[src/rtl/vl_dec_pkg.sv]
package vl_dec_pkg;
  localparam int INSN_W = 32;
  localparam int OPC_W  = 8;
  localparam int REG_W  = 4;
  localparam int IMM_W  = 16;
  localparam int ALU_N  = 21;
  localparam int JMP_N  = 8;

  localparam int RA_LSB  = OPC_W;
  localparam int RB_LSB  = OPC_W + REG_W;
  localparam int IMM_LSB = INSN_W - IMM_W;

  localparam logic [OPC_W-1:0] LONG_BASE = 8'h20;

  // opcodes
  localparam logic [OPC_W-1:0] OP_NOP  = 8'h00;
  localparam logic [OPC_W-1:0] OP_MOV  = 8'h01;
  localparam logic [OPC_W-1:0] OP_AND  = 8'h02;
  localparam logic [OPC_W-1:0] OP_OR   = 8'h03;
  localparam logic [OPC_W-1:0] OP_NOT  = 8'h04;
  localparam logic [OPC_W-1:0] OP_XOR  = 8'h05;
  localparam logic [OPC_W-1:0] OP_ADD  = 8'h06;
  localparam logic [OPC_W-1:0] OP_SUB  = 8'h07;
  localparam logic [OPC_W-1:0] OP_INC  = 8'h08;
  localparam logic [OPC_W-1:0] OP_DEC  = 8'h09;
  localparam logic [OPC_W-1:0] OP_SHL  = 8'h0A;
  localparam logic [OPC_W-1:0] OP_SHR  = 8'h0B;
  localparam logic [OPC_W-1:0] OP_ROL  = 8'h0C;
  localparam logic [OPC_W-1:0] OP_ROR  = 8'h0D;
  localparam logic [OPC_W-1:0] OP_CMP  = 8'h0E;
  localparam logic [OPC_W-1:0] OP_LD   = 8'h0F;
  localparam logic [OPC_W-1:0] OP_ST   = 8'h10;
  localparam logic [OPC_W-1:0] OP_IN   = 8'h11;
  localparam logic [OPC_W-1:0] OP_OUT  = 8'h12;
  localparam logic [OPC_W-1:0] OP_ADC  = 8'h13;
  localparam logic [OPC_W-1:0] OP_SBB  = 8'h14;
  localparam logic [OPC_W-1:0] OP_NEG  = 8'h15;
  localparam logic [OPC_W-1:0] OP_ASL  = 8'h16;
  localparam logic [OPC_W-1:0] OP_ASR  = 8'h17;
  localparam logic [OPC_W-1:0] OP_JREG = 8'h18;
  localparam logic [OPC_W-1:0] OP_LNXT = 8'h19;
  localparam logic [OPC_W-1:0] OP_LCON = 8'h20;
  localparam logic [OPC_W-1:0] OP_JMP  = 8'h21;
  localparam logic [OPC_W-1:0] OP_JZ   = 8'h22;
  localparam logic [OPC_W-1:0] OP_JNZ  = 8'h23;
  localparam logic [OPC_W-1:0] OP_JL   = 8'h24;
  localparam logic [OPC_W-1:0] OP_JNL  = 8'h25;
  localparam logic [OPC_W-1:0] OP_JG   = 8'h26;
  localparam logic [OPC_W-1:0] OP_JNG  = 8'h27;

  // ALU select bit positions
  localparam int A_MOV = 0,  A_AND = 1,  A_OR  = 2,  A_NOT = 3,  A_XOR = 4;
  localparam int A_ADD = 5,  A_SUB = 6,  A_INC = 7,  A_DEC = 8,  A_SHL = 9;
  localparam int A_SHR = 10, A_ROL = 11, A_ROR = 12, A_CMP = 13, A_ADC = 14;
  localparam int A_SBB = 15, A_NEG = 16, A_ASL = 17, A_ASR = 18, A_IMM = 19;
  localparam int A_NXT = 20;

  // jump select bit positions
  localparam int J_REG = 0, J_ABS = 1, J_Z = 2, J_NZ = 3;
  localparam int J_L   = 4, J_NL  = 5, J_G = 6, J_NG = 7;

  typedef struct packed {
    logic [ALU_N-1:0] alu_sel;
    logic [JMP_N-1:0] jmp_sel;
    logic             reg_we;
    logic             mem_rd;
    logic             mem_wr;
    logic             port_rd;
    logic             port_wr;
    logic             illegal;
  } ctrl_t;

  localparam int CTRL_W = $bits(ctrl_t);
endpackage

[src/rtl/vl_field_split.sv]
module vl_field_split
  import vl_dec_pkg::*;
(
  input  logic [INSN_W-1:0] insn_i,
  output logic [OPC_W-1:0]  opcode_o,
  output logic              long_o,
  output logic [REG_W-1:0]  ra_o,
  output logic [REG_W-1:0]  rb_o,
  output logic [IMM_W-1:0]  imm_o
);
  logic is_long;

  assign opcode_o = insn_i[OPC_W-1:0];
  assign is_long  = (insn_i[OPC_W-1:0] >= LONG_BASE);
  assign long_o   = is_long;
  assign ra_o     = insn_i[RA_LSB +: REG_W];
  // reserved nibble of long words is dropped; upper half of short words is not ours
  assign rb_o     = is_long ? '0 : insn_i[RB_LSB +: REG_W];
  assign imm_o    = is_long ? insn_i[IMM_LSB +: IMM_W] : '0;
endmodule

[src/rtl/vl_ctrl_table.sv]
module vl_ctrl_table
  import vl_dec_pkg::*;
(
  input  logic [OPC_W-1:0] opcode_i,
  output ctrl_t            ctrl_o
);
  ctrl_t c;

  always_comb begin
    c = '0;
    unique case (opcode_i)
      OP_NOP:  ;
      OP_MOV:  begin c.alu_sel[A_MOV] = 1'b1; c.reg_we = 1'b1; end
      OP_AND:  begin c.alu_sel[A_AND] = 1'b1; c.reg_we = 1'b1; end
      OP_OR:   begin c.alu_sel[A_OR]  = 1'b1; c.reg_we = 1'b1; end
      OP_NOT:  begin c.alu_sel[A_NOT] = 1'b1; c.reg_we = 1'b1; end
      OP_XOR:  begin c.alu_sel[A_XOR] = 1'b1; c.reg_we = 1'b1; end
      OP_ADD:  begin c.alu_sel[A_ADD] = 1'b1; c.reg_we = 1'b1; end
      OP_SUB:  begin c.alu_sel[A_SUB] = 1'b1; c.reg_we = 1'b1; end
      OP_INC:  begin c.alu_sel[A_INC] = 1'b1; c.reg_we = 1'b1; end
      OP_DEC:  begin c.alu_sel[A_DEC] = 1'b1; c.reg_we = 1'b1; end
      OP_SHL:  begin c.alu_sel[A_SHL] = 1'b1; c.reg_we = 1'b1; end
      OP_SHR:  begin c.alu_sel[A_SHR] = 1'b1; c.reg_we = 1'b1; end
      OP_ROL:  begin c.alu_sel[A_ROL] = 1'b1; c.reg_we = 1'b1; end
      OP_ROR:  begin c.alu_sel[A_ROR] = 1'b1; c.reg_we = 1'b1; end
      OP_CMP:  c.alu_sel[A_CMP] = 1'b1;  // flags only
      OP_LD:   begin c.mem_rd  = 1'b1; c.reg_we = 1'b1; end
      OP_ST:   c.mem_wr = 1'b1;
      OP_IN:   begin c.port_rd = 1'b1; c.reg_we = 1'b1; end
      OP_OUT:  c.port_wr = 1'b1;
      OP_ADC:  begin c.alu_sel[A_ADC] = 1'b1; c.reg_we = 1'b1; end
      OP_SBB:  begin c.alu_sel[A_SBB] = 1'b1; c.reg_we = 1'b1; end
      OP_NEG:  begin c.alu_sel[A_NEG] = 1'b1; c.reg_we = 1'b1; end
      OP_ASL:  begin c.alu_sel[A_ASL] = 1'b1; c.reg_we = 1'b1; end
      OP_ASR:  begin c.alu_sel[A_ASR] = 1'b1; c.reg_we = 1'b1; end
      OP_JREG: c.jmp_sel[J_REG] = 1'b1;
      OP_LNXT: begin c.alu_sel[A_NXT] = 1'b1; c.reg_we = 1'b1; end
      OP_LCON: begin c.alu_sel[A_IMM] = 1'b1; c.reg_we = 1'b1; end
      OP_JMP:  c.jmp_sel[J_ABS] = 1'b1;
      OP_JZ:   c.jmp_sel[J_Z]   = 1'b1;
      OP_JNZ:  c.jmp_sel[J_NZ]  = 1'b1;
      OP_JL:   c.jmp_sel[J_L]   = 1'b1;
      OP_JNL:  c.jmp_sel[J_NL]  = 1'b1;
      OP_JG:   c.jmp_sel[J_G]   = 1'b1;
      OP_JNG:  c.jmp_sel[J_NG]  = 1'b1;
      default: c.illegal = 1'b1;  // decodes as no-op
    endcase
  end

  assign ctrl_o = c;
endmodule

[src/rtl/vl_out_stage.sv]
module vl_out_stage #(
  parameter int W       = 8,
  parameter bit REG_OUT = 1'b1
) (
  input  logic         clk_i,
  input  logic         rst_ni,
  input  logic [W-1:0] d_i,
  output logic [W-1:0] q_o
);
  generate
    if (REG_OUT) begin : g_reg
      logic [W-1:0] q;
      always_ff @(posedge clk_i or negedge rst_ni) begin
        if (!rst_ni) q <= '0;
        else         q <= d_i;
      end
      assign q_o = q;
    end else begin : g_bypass
      assign q_o = d_i;
    end
  endgenerate
endmodule

[src/rtl/vl_insn_decoder.sv]
module vl_insn_decoder
  import vl_dec_pkg::*;
#(
  parameter bit REG_OUT = 1'b1
) (
  input  logic              clk_i,
  input  logic              rst_ni,
  input  logic [INSN_W-1:0] insn_i,
  output logic [OPC_W-1:0]  opcode_o,
  output logic              long_o,
  output logic [REG_W-1:0]  ra_o,
  output logic [REG_W-1:0]  rb_o,
  output logic [IMM_W-1:0]  imm_o,
  output logic [ALU_N-1:0]  alu_sel_o,
  output logic [JMP_N-1:0]  jmp_sel_o,
  output logic              reg_we_o,
  output logic              mem_rd_o,
  output logic              mem_wr_o,
  output logic              port_rd_o,
  output logic              port_wr_o,
  output logic              illegal_o
);
  localparam int DW = OPC_W + 1 + 2*REG_W + IMM_W + CTRL_W;

  logic [OPC_W-1:0] opc_d;
  logic             long_d;
  logic [REG_W-1:0] ra_d, rb_d;
  logic [IMM_W-1:0] imm_d;
  ctrl_t            ctrl_d, ctrl_q;
  logic [DW-1:0]    pk_d, pk_q;

  vl_field_split i_split (
    .insn_i   (insn_i),
    .opcode_o (opc_d),
    .long_o   (long_d),
    .ra_o     (ra_d),
    .rb_o     (rb_d),
    .imm_o    (imm_d)
  );

  vl_ctrl_table i_table (
    .opcode_i (opc_d),
    .ctrl_o   (ctrl_d)
  );

  assign pk_d = {opc_d, long_d, ra_d, rb_d, imm_d, ctrl_d};

  vl_out_stage #(.W(DW), .REG_OUT(REG_OUT)) i_stage (
    .clk_i  (clk_i),
    .rst_ni (rst_ni),
    .d_i    (pk_d),
    .q_o    (pk_q)
  );

  assign {opcode_o, long_o, ra_o, rb_o, imm_o, ctrl_q} = pk_q;
  assign alu_sel_o = ctrl_q.alu_sel;
  assign jmp_sel_o = ctrl_q.jmp_sel;
  assign reg_we_o  = ctrl_q.reg_we;
  assign mem_rd_o  = ctrl_q.mem_rd;
  assign mem_wr_o  = ctrl_q.mem_wr;
  assign port_rd_o = ctrl_q.port_rd;
  assign port_wr_o = ctrl_q.port_wr;
  assign illegal_o = ctrl_q.illegal;

  assert_short_imm_zero_R3: assert property (@(posedge clk_i) disable iff (!rst_ni)
    !long_o |-> imm_o == '0);
  assert_long_rb_zero_R4: assert property (@(posedge clk_i) disable iff (!rst_ni)
    long_o |-> rb_o == '0);
  assert_cmp_no_we_R6: assert property (@(posedge clk_i) disable iff (!rst_ni)
    opcode_o == OP_CMP |-> !reg_we_o);
  assert_long_jump_R8: assert property (@(posedge clk_i) disable iff (!rst_ni)
    (jmp_sel_o != '0 && !jmp_sel_o[J_REG]) |-> long_o);
  assert_illegal_quiet_R9: assert property (@(posedge clk_i) disable iff (!rst_ni)
    illegal_o |-> (alu_sel_o == '0 && jmp_sel_o == '0 && !reg_we_o &&
                   !mem_rd_o && !mem_wr_o && !port_rd_o && !port_wr_o));
  assert_short_gap_R9: assert property (@(posedge clk_i) disable iff (!rst_ni)
    (illegal_o && !long_o) |-> opcode_o >= 8'h1A);
  assert_alu_onehot_R12: assert property (@(posedge clk_i) disable iff (!rst_ni)
    $onehot0(alu_sel_o));
  assert_jmp_onehot_R12: assert property (@(posedge clk_i) disable iff (!rst_ni)
    $onehot0(jmp_sel_o));
  assert_xfer_excl_R12: assert property (@(posedge clk_i) disable iff (!rst_ni)
    $countones({mem_rd_o, mem_wr_o, port_rd_o, port_wr_o}) <= 1);
endmodule

[config.mk]
export PLATFORM = sky130hd
export DESIGN_NAME = vl_insn_decoder
export DESIGN_NICKNAME = d
export VERILOG_FILES = /design/src/rtl/vl_dec_pkg.sv /design/src/rtl/vl_field_split.sv /design/src/rtl/vl_ctrl_table.sv /design/src/rtl/vl_out_stage.sv /design/src/rtl/vl_insn_decoder.sv
export SDC_FILE = /design/constraint.sdc
export NUM_CORES = 1
export LEC_CHECK = 0
export BUFFER_PORTS_ARGS = -buffer_cell sky130_fd_sc_hd__buf_2
export CAP_MARGIN = 20
export CORE_UTILIZATION = 49
export CTS_BUF_LIST = sky130_fd_sc_hd__clkbuf_8
export DETAILED_ROUTE_END_ITERATION = 10
export GPL_TIMING_DRIVEN = 0
export PLACE_DENSITY = 0.87
export SKIP_LAST_GASP = 1
export SLEW_MARGIN = 20
export SYNTH_ARGS = -nofsm -noshare
export SYNTH_HDL_FRONTEND = slang
export SYNTH_SLANG_ARGS = --single-unit
[constraint.sdc]
create_clock -name clk_i -period 0.8 [get_ports clk_i]
set_input_delay 0.08 -clock clk_i [delete_from_list [all_inputs] [get_ports clk_i]]
set_output_delay 0.08 -clock clk_i [all_outputs]
set_load 0.005 [all_outputs]
==> summary.md, run 1 <==
| Metric | Value |
|---|---|
| Result of the run | `complete, but fails checks` |
| Violations in the final reports | `hold timing, setup timing` |
| Yosys top cell by area | `dfrtp_1` |
| Post-placement cell count | `341` |
| CP endpoint kind | `register` |
| Final setup viols | `76` |
| Final Critical Period | `1.08 ns` |
| # H-tree levels | `3` |
| Final Slew Violations | `0` |
| Overall Global Routing Usage | `28.4%` |
| Final Hold Viols | `68` |
| Worst Path Required | `1.03 ns` |
| Syn. warnings | `0` |
| Synth area leaders | `dfrtp_1 72%, nor2_1 5.6%, and2_1 5.3%` |
| Number of placement rows | `24` |
| Area growth from synthesis to layout | `60.9%` |
| Count of mapped cells out of synthesis | `188` |
| Post-synth EDFFs | `0` |
| Via count of the routed design | `2,079` |
| Sink count of the clock tree | `68` |
| Cell types with the highest counts after synthesis | `68 x dfrtp_1, 35 x nor2_1, 20 x and2_1, 10 x nand2_1, 8 x clkbuf_1` |
| Routed wire length | `7.03 mm` |
| Syn avg cell area | `12.6 um2` |
| Clock buffer depth | `2` |
| PwrDens | `2070 nW/um2` |
| Post-layout net count | `375` |
| Max_slew headroom | `46.6%` |
| Nature of the critical path startpoint | `input pin` |
| Yosys reg bits | `68` |
| Die X-Extent | `71.4 um` |
| Initial antenna violation count | `0` |
| Worst slew pin tran | `0.801 ns` |
| Fraction of layout instances using a drive strength above 1 | `45.7%` |
| Global-route wire length before repair | `10.5 mm` |
| Seq/Total Area, Yosys | `72.1%` |
| Post-detailed-route DRC marker count | `0` |
| Most common cell in the netlist | `dfrtp_1` |
| Worst-case setup slack after placement | `-0.821 ns` |
| Per-cell via count in the routed design | `5.22` |
| Overall die area | `5100 um2` |
| Number of DRC markers in iteration 0 | `92` |
| Diode count | `0` |
| Proportion of netlist area held by the largest area contributor | `72.1%` |
| Number of search-and-repair iterations in the first detailed-routing pass | `4` |
| Post-Syn Nets | `222` |
| CTS tree | `done` |
| Max reg flops | `68` |
| Post-route fraction of the period consumed by the critical path | `135%` |
| Total Negative Setup Slacks | `-8.49 ns` |
| Fin util | `84.3%` |
| Initial core utilization | `52.4%` |
| Final weighted congestion in routability-driven placement | `0.881` |
| Post-CTS clock slew at the launch and capture registers of the worst setup and hold paths | `0.07 ns` |
| Count of hold-fix buffers inserted at cts | `32` |
| RSZ-0062 raised after global routing | `true` |
| Core area | `4500 um2` |
| Maximum fanout along the worst path | `2` |
| Proportion of register bits with asynchronous set or reset after synthesis | `100%` |
| Peak clock frequency supported by timing | `928 MHz` |
| HPWL reported at the end of detailed placement | `3.42 mm` |
| Critical Path AT | `1.31 ns` |
| Post-Syn Area | `2360 um2` |
| Primary FF master, synth | `dfrtp_1` |
| CTS buffer count | `9` |
| DRT antenna net count | `0` |
| Sum of overflow across all layers after global routing | `0` |
| Vias in the first global route | `2,146` |
| Leakage Power | `0.00194 uW` |
| Type of the tightest min-delay check | `in -> async` |
| Final WS setup | `-0.278 ns` |
| Number of distinct standard cells referenced by the synthesized netlist | `31` |
| I/O Buffers | `101` |
| Peak supply drop | `1.27 mV` |
| Master cell of the clock root buffer | `clkbuf_8` |
| Max-cap violation count | `0` |
| Minimum hold slack | `-0.181 ns` |
| I/O pin count | `102` |
| Drt wl/cell | `17.7 um` |
| Non-Filler Instances | `398` |
| Height of the die | `71.4 um` |
| Total Power Consumption | `7850 uW` |
| Path type of the worst setup path | `in -> reg` |
| Maximum number of pins on one net before global-route repair | `69` |
## how the worst max path moves through the flow
stage                   start                  endpoint  slack (ns)  cells after the start
floorplan           insn_i[4]  i_stage.q_o[0]$_DFF_PN0_       -0.61                      5
global placement    insn_i[7]  i_stage.q_o[0]$_DFF_PN0_       -0.82                      6
detailed placement  insn_i[7]  i_stage.q_o[0]$_DFF_PN0_       -0.82                      6
CTS                 insn_i[7]  i_stage.q_o[0]$_DFF_PN0_       -0.25                      5
global route        insn_i[2]  i_stage.q_o[5]$_DFF_PN0_       -0.30                      6
finish              insn_i[7]  i_stage.q_o[0]$_DFF_PN0_       -0.28                      5
## final cells by class
cell class                      count  area, um2
Buffer                              7       76.3
Clock buffer                       10        138
Clock inverter                      6        111
Fill cell                         239        706
Inverter                            2       7.51
Multi-Input combinational cell    109        713
Sequential cell                    68       1700
Tap cell                           52       65.1
Timing Repair Buffer              144        986
## timing repair
item,CTS,global route
pin swaps,10,3
endpoints found under the hold margin,100,68
setup buffers,8,2
gates resized for setup,20,12
endpoints found under the setup margin,86,100
cloned,1,1
## layer usage
layer  wire length [um]  up-vias  GRT usage (%)
met4                145        0           12.7
met5                  0        -              0
met1               2690     1024           32.7
li1                   -      926              -
met3                618       16           9.28
met2               3570      113           48.7
## power by group
part,leakage (uW),internal (uW),total [uW],switching (uW)
sequential,0.000880,3530,3560,28.2
combinational,0.000936,413,801,388
clock,0.000122,2150,3490,1330
## layout by cell type (no fill, tap or decap), types with 2 or more instances in the layout
master / count
and2_1: 20
and3b_1: 2
and4b_2: 2
buf_2: 96
buf_4: 8
buf_6: 5
buf_8: 2
bufinv_16: 3
clkbuf_16: 2
clkbuf_2: 2
clkbuf_8: 12
dfrtp_1: 68
dlygate4sd3_1: 32
nand2_1: 9
nand2b_1: 2
nand3_1: 5
nor2_1: 34
nor2b_1: 2
nor4_4: 3
o21ai_0: 2
o21ai_2: 2
or3b_4: 2
or4_4: 2
## cells by family (layout without fill, tap and decap cells)
group | count (synthesis) | after routing | synth area share (%)
flip-flops | 68 | 68 | 72.1
AO/OA/AOI/OAI | 13 | 13 | 3.71
buffers and inverters | 11 | 169 | 1.80
AND/OR/NAND/NOR | 96 | 96 | 22.4
## per-stage QoR
stage	hold slack (ns)	cell area (um2)
3_3_place_gp	0.188	3040
5_1_grt	-0.102	3800
4_1_cts	-0.152	3730
3_5_place_dp	0.191	3040
2_1_floorplan	-0.216	2470
6_report	-0.181	3800
## critical path: stages
cell      delay [ns]
buf_12          0.10
or4b_4          0.54
or4_4           0.43
o211ai_2        0.10
nor4_2          0.06
Power figures use the tool's default switching activity.
==> run 2: changes to the inputs <==
--- a/config.mk
+++ b/config.mk
@@ -12,6 +12,7 @@
 export DETAILED_ROUTE_END_ITERATION = 10
 export GPL_TIMING_DRIVEN = 0
 export PLACE_DENSITY = 0.87
+export SKIP_CTS_REPAIR_TIMING = 1
 export SKIP_LAST_GASP = 1
 export SLEW_MARGIN = 20
 export SYNTH_ARGS = -nofsm -noshare
==> constraint.sdc (replaced) <==
create_clock -name clk_i -period 0.8 [get_ports clk_i]
set_input_delay 0 -clock clk_i [delete_from_list [all_inputs] [get_ports clk_i]]
set_output_delay 0 -clock clk_i [all_outputs]
set_load 0.005 [all_outputs]
==> run 2 against run 1 <==
Net effect:
- the flow still finishes with violations (hold timing, setup timing)
- critical path depth is the same
- routed wire length is 1.6% lower
- count of clock-buffer cells in the layout decreased by 1
- maximum frequency grew 0.51%
- sequential share of layout area up 2.4 points
- sequential power is essentially flat
- die area unchanged
- cell area decreased by 5.1%
- combinational power decreased by 12%
- core utilization decreased by 4.3 points
- first-iteration DRC count increased by 27%
- clock power up 7.7%
==> summary.md, run 2 (synthesis results as in run 1) <==
| Metric | Value |
|---|---|
| Maximum number of pins on one net before global-route repair | `69 (unchanged)` |
| Area growth from synthesis to layout | `52.7%` |
| Max-cap violation count | `0 (unchanged)` |
| Max_slew headroom | `45.6% (-1.0 points)` |
| Sum of overflow across all layers after global routing | `0 (unchanged)` |
| Final weighted congestion in routability-driven placement | `0.841 (-4.5%)` |
| Path type of the worst setup path | `in -> reg` |
| Commonest non-fill, non-tap cell in the layout | `buf_2` |
| Height of the die | `71.4 um (unchanged)` |
| Fill count | `239 (unchanged)` |
| CP endpoint kind | `register` |
| Worst Path Required | `1.01 ns (-0.02 ns)` |
| Total Power Consumption | `8030 uW (+2.3%)` |
| Type of the tightest min-delay check | `in -> async` |
| Post-placement cell count | `341 (unchanged)` |
| Number of placement rows | `24 (unchanged)` |
| Vias in the first global route | `1,697 (-21%)` |
| Post-route fraction of the period consumed by the critical path | `134% (-0.69 points)` |
| I/O pin count | `102 (unchanged)` |
| Per-cell via count in the routed design | `5.12 (-1.9%)` |
| Core area | `4500 um2 (unchanged)` |
| Fin util | `80.0% (-4.3 points)` |
| Initial core utilization | `52.4% (unchanged)` |
| CTS tree | `done` |
| # H-tree levels | `3 (unchanged)` |
| Number of DRC markers in iteration 0 | `117 (+27%)` |
| I/O Buffers | `101 (unchanged)` |
| Nature of the critical path startpoint | `input pin` |
| Final Slew Violations | `0 (unchanged)` |
| Overall die area | `5100 um2 (unchanged)` |
| Area used by multi-input combinational logic | `669 um2 (-6.1%)` |
| Fraction of layout instances using a drive strength above 1 | `43.3% (-2.3 points)` |
| Non-Filler Instances | `389 (-2.3%)` |
| Final Critical Period | `1.07 ns (-0.00549 ns)` |
| Post-layout net count | `366 (-2.4%)` |
| Final WS setup | `-0.272 ns (+0.00549 ns)` |
| Worst slew pin tran | `0.817 ns (+0.0157 ns)` |
| Critical Path AT | `1.29 ns (-0.02 ns)` |
| HPWL reported at the end of detailed placement | `3.35 mm (-1.9%)` |
| CTS buffer count | `9 (unchanged)` |
| Result of the run | `complete, but fails checks` |
| Diode count | `0 (unchanged)` |
| Violations in the final reports | `hold timing, setup timing` |
| Global-route wire length before repair | `8.01 mm (-24%)` |
| Post-CTS clock slew at the launch and capture registers of the worst setup and hold paths | `0.07 ns (about the same)` |
| Sink count of the clock tree | `68 (unchanged)` |
| Initial antenna violation count | `0 (unchanged)` |
| Final setup viols | `75 (-1.3%)` |
| Final Hold Viols | `69 (+1.5%)` |
| Total Negative Setup Slacks | `-2.23 ns (+6.26 ns)` |
| PwrDens | `2230 nW/um2 (+7.8%)` |
| DRT antenna net count | `0 (unchanged)` |
| Post-detailed-route DRC marker count | `0 (unchanged)` |
| Drt wl/cell | `17.8 um (+0.64%)` |
| Maximum fanout along the worst path | `8 (+6)` |
| Die X-Extent | `71.4 um (unchanged)` |
| Max reg flops | `68 (unchanged)` |
| Clock buffer depth | `2 (unchanged)` |
| Top library cells by usage in the layout, fill and taps aside | `98 x buf_2, 68 x dfrtp_1, 35 x nor2_1` |
| Minimum hold slack | `-0.246 ns (-0.0647 ns)` |
| Sequential cell area | `1700 um2 (unchanged)` |
| Overall Global Routing Usage | `21.1% (-7.3 points)` |
| Routed wire length | `6.91 mm (-1.6%)` |
| RSZ-0062 raised after global routing | `true` |
| Peak clock frequency supported by timing | `932 MHz (+0.51%)` |
| Master cell of the clock root buffer | `clkbuf_8` |
| Leakage Power | `0.00186 uW (-4.2%)` |
| Via count of the routed design | `1,993 (-4.1%)` |
| Number of search-and-repair iterations in the first detailed-routing pass | `4 (unchanged)` |
| Peak supply drop | `2.19 mV (+73%)` |
[run 2: worst max-delay path, stage by stage]
cell and delay (ns):
buf_4 0.15, or4b_4 0.54, or4_4 0.43, o211ai_2 0.09, nor4_2 0.07
[run 2: how the worst max path moves through the flow]
stage | from | end | cells past startpoint
detailed placement | insn_i[5] | i_stage.q_o[0]$_DFF_PN0_ | 6
finish | insn_i[7] | i_stage.q_o[0]$_DFF_PN0_ | 5
floorplan | insn_i[4] | i_stage.q_o[0]$_DFF_PN0_ | 5
CTS | insn_i[5] | i_stage.q_o[0]$_DFF_PN0_ | 6
global placement | insn_i[7] | i_stage.q_o[0]$_DFF_PN0_ | 6
global route | insn_i[7] | i_stage.q_o[0]$_DFF_PN0_ | 5
[run 2: report_power, final]
part / total [uW] / internal [uW] / switching, uW
sequential: 3560 / 3530 / 28.7
combinational: 705 / 338 / 367
clock: 3760 / 2410 / 1350
[run 2: stage by stage]
stage | setup WS (ns) | cell area [um2]
after global routing | -0.275 | 3600
final | -0.272 | 3600
after detailed placement | -0.739 | 3010
after global placement | -0.742 | 3010
after CTS | -0.386 | 3280
after floorplan | -0.526 | 2440
[run 2: layout make-up]
class / count / area share (%)
clock inverter: 7 / 4.03
inverter: 2 / 0.208
sequential: 68 / 47.2
multi-input combinational: 109 / 18.6
timing repair buffer: 135 / 23.5
clock buffer: 9 / 3.44
tap: 52 / 1.80
buffer: 7 / 1.28
[run 2: layer usage]
metal	wire length [um]	share of wire, %	vias to the layer above	GRT usage, %
li1	-	-	904	-
met1	2710	39	992	25.8
met2	3600	52	89	34.9
met3	540	7.8	8	5.91
met4	61	0.88	0	10.2
met5	0	0	-	0
==> run 3: changes to the inputs <==
--- a/config.mk
+++ b/config.mk
@@ -11,7 +11,8 @@
 export CTS_BUF_LIST = sky130_fd_sc_hd__clkbuf_8
 export DETAILED_ROUTE_END_ITERATION = 10
 export GPL_TIMING_DRIVEN = 0
-export PLACE_DENSITY = 0.87
+export PLACE_DENSITY = 0.82
+export REMOVE_ABC_BUFFERS = 1
 export SKIP_CTS_REPAIR_TIMING = 1
 export SKIP_LAST_GASP = 1
 export SLEW_MARGIN = 20
==> run 3 against run 2 <==
Net effect:
- the run still ends with hold timing, setup timing left
- flip-flop and latch count stayed put
- die area stayed put
- count of clock-buffer cells in the layout is 2 higher
- critical path depth stayed put
- highest routed layer unchanged
- routed wire length is 1.1% lower
- via count is 0.20% higher
- power is 2.3% lower
- largest cell class unchanged
==> summary.md, run 3 (synthesis results as in run 1) <==
| Metric | Value |
|---|---|
| Post-detailed-route DRC marker count | `0 (unchanged)` |
| Clock network fraction of total power | `45.5% (-1.3 points)` |
| Max reg flops | `68 (unchanged)` |
| Clock buffer depth | `2 (unchanged)` |
| Worst slew pin tran | `0.435 ns (-0.382 ns)` |
| Via count of the routed design | `1,997 (+0.20%)` |
| Nature of the critical path startpoint | `input pin` |
| Peak supply drop | `1.19 mV (-46%)` |
| Type of the tightest min-delay check | `in -> reg` |
| Cells along the critical path | `buf_12 -> or4b_4 -> or4_4 -> o211ai_2 -> nor4_2` |
| Diode count | `0 (unchanged)` |
| Total Power Consumption | `7850 uW (-2.3%)` |
| PwrDens | `2180 nW/um2 (-2.2%)` |
| Violations in the final reports | `hold timing, setup timing` |
| Initial antenna violation count | `0 (unchanged)` |
| Flop pwr share | `45.5% (+1.1 points)` |
| Overall die area | `5100 um2 (unchanged)` |
| HPWL reported at the end of detailed placement | `3.38 mm (+0.63%)` |
| Top library cells by usage in the layout, fill and taps aside | `94 x buf_2, 68 x dfrtp_1, 35 x nor2_1` |
| I/O pin count | `102 (unchanged)` |
| Initial core utilization | `52.4% (unchanged)` |
| Critical Path AT | `1.27 ns (-0.02 ns)` |
| Core area | `4500 um2 (unchanged)` |
| Result of the run | `complete, but fails checks` |
| Height of the die | `71.4 um (unchanged)` |
| Per-cell via count in the routed design | `5.20 (+1.5%)` |
| RSZ-0062 raised after global routing | `true` |
| Post-route standard cell area excluding fillers | `3600 um2 (about the same)` |
| Gate power share | `9.0% (+0.2 points)` |
| Number of DRC markers in iteration 0 | `150 (+28%)` |
| Post-CTS clock slew at the launch and capture registers of the worst setup and hold paths | `0.07 ns (about the same)` |
| CP endpoint kind | `register` |
| Sum of buffers and inverters on the critical path | `1 (unchanged)` |
| Hold path endpoint | `i_stage.q_o[66]$_DFF_PN0_` |
| Maximum number of pins on one net before global-route repair | `50 (-28%)` |
| Hold depth | `1` |
| Vias in the first global route | `1,702 (+0.29%)` |
| Final setup viols | `72 (-4.0%)` |
| Critical path's largest stage delay | `0.56 ns (+0.02 ns)` |
| Path type of the worst setup path | `in -> reg` |
| Fin util | `80.0% (about the same)` |
| Number of placement rows | `24 (unchanged)` |
| Internal power contribution | `6140 uW (-2.3%)` |
| Final WS setup | `-0.253 ns (+0.0190 ns)` |
| Final weighted congestion in routability-driven placement | `0.756 (-10%)` |
| Routed wire length | `6.84 mm (-1.1%)` |
| Worst Path Required | `1.02 ns (about the same)` |
| # H-tree levels | `3 (unchanged)` |
| Max_slew headroom | `70.7% (+25 points)` |
| Final Critical Period | `1.05 ns (-0.0190 ns)` |
| Drt wl/cell | `17.8 um (+0.23%)` |
| CP top delay family | `simple AND/OR/NAND/NOR gates` |
| Commonest non-fill, non-tap cell in the layout | `buf_2` |
| Net Switching | `1710 uW (-2.2%)` |
| CTS buffer count | `9 (unchanged)` |
| Number of search-and-repair iterations in the first detailed-routing pass | `4 (unchanged)` |
| I/O Buffers | `101 (unchanged)` |
| Area growth from synthesis to layout | `52.6% (about the same)` |
| Max-cap violation count | `0 (unchanged)` |
| Die X-Extent | `71.4 um (unchanged)` |
| Post-layout net count | `361 (-1.4%)` |
| Switch share | `21.8% (about the same)` |
| Final Slew Violations | `0 (unchanged)` |
| Maximum fanout along the worst path | `5 (-3)` |
| Area after DPL | `2930 um2 (-2.9%)` |
| Fraction of layout instances using a drive strength above 1 | `42.8% (-0.55 points)` |
| Peak clock frequency supported by timing | `949 MHz (+1.8%)` |
| Origin of the worst min-delay path | `insn_i[6]` |
| Critical-path cell with the highest stage delay | `or4b_4` |
| Overall Global Routing Usage | `22.2% (+1.0 points)` |
| Master cell of the clock root buffer | `clkbuf_8` |
| Global-route wire length before repair | `8.16 mm (+1.8%)` |
| Worst-case setup slack after placement | `-1.02 ns (-0.278 ns)` |
| Minimum hold slack | `-0.223 ns (+0.0227 ns)` |
| Leakage Power | `0.00185 uW (-0.28%)` |
| DRT antenna net count | `0 (unchanged)` |
| Sum of overflow across all layers after global routing | `0 (unchanged)` |
| Sink count of the clock tree | `68 (unchanged)` |
| Post-route fraction of the period consumed by the critical path | `132% (-2.4 points)` |
| CTS tree | `done` |
| Final Hold Viols | `4 (-94%)` |
-- run 3: metal layers --
metal	vias to the layer above	track usage, %	routed length (um)
met5	-	0	0
met4	0	12.7	193
met3	21	8.02	574
met2	112	35.1	3420
met1	966	26.3	2650
li1	898	-	-
-- run 3: power by group through the flow --
stage | logic (uW) | registers [uW] | clock network (uW)
after floorplan | 139 | 3640 | 0
after global placement | 483 | 3620 | 0
after detailed placement | 510 | 3620 | 0
after CTS | 513 | 3560 | 3580
after global routing | 774 | 3570 | 3760
final | 710 | 3570 | 3570
-- run 3: how the worst max path moves through the flow --
| stage | slack (ns) | startpoint | to | cells past startpoint |
|---|---|---|---|---|
| floorplan | -0.64 | insn_i[4] | i_stage.q_o[0]$_DFF_PN0_ | 4 |
| global placement | -0.97 | insn_i[5] | i_stage.q_o[0]$_DFF_PN0_ | 6 |
| detailed placement | -1.02 | insn_i[5] | i_stage.q_o[0]$_DFF_PN0_ | 6 |
| CTS | -0.61 | insn_i[5] | i_stage.q_o[0]$_DFF_PN0_ | 6 |
| global route | -0.25 | insn_i[6] | i_stage.q_o[0]$_DFF_PN0_ | 5 |
| finish | -0.25 | insn_i[6] | i_stage.q_o[0]$_DFF_PN0_ | 5 |
-- run 3: final cells by class --
type                            count  area [um2]
Tap cell                           52        65.1
Clock buffer                       11         151
Multi-Input combinational cell    109         657
Inverter                            2        7.51
Clock inverter                      5         108
Timing Repair Buffer              137         912
Fill cell                         237         902
Sequential cell                    68        1700
-- run 3: per-stage QoR --
step / TNS, ns / cells
4_1_cts: -12.91 / 349
2_1_floorplan: -5.01 / 179
6_report: -2.64 / 384
3_5_place_dp: -30.53 / 333
5_1_grt: -5.00 / 384
3_3_place_gp: -61.18 / 332
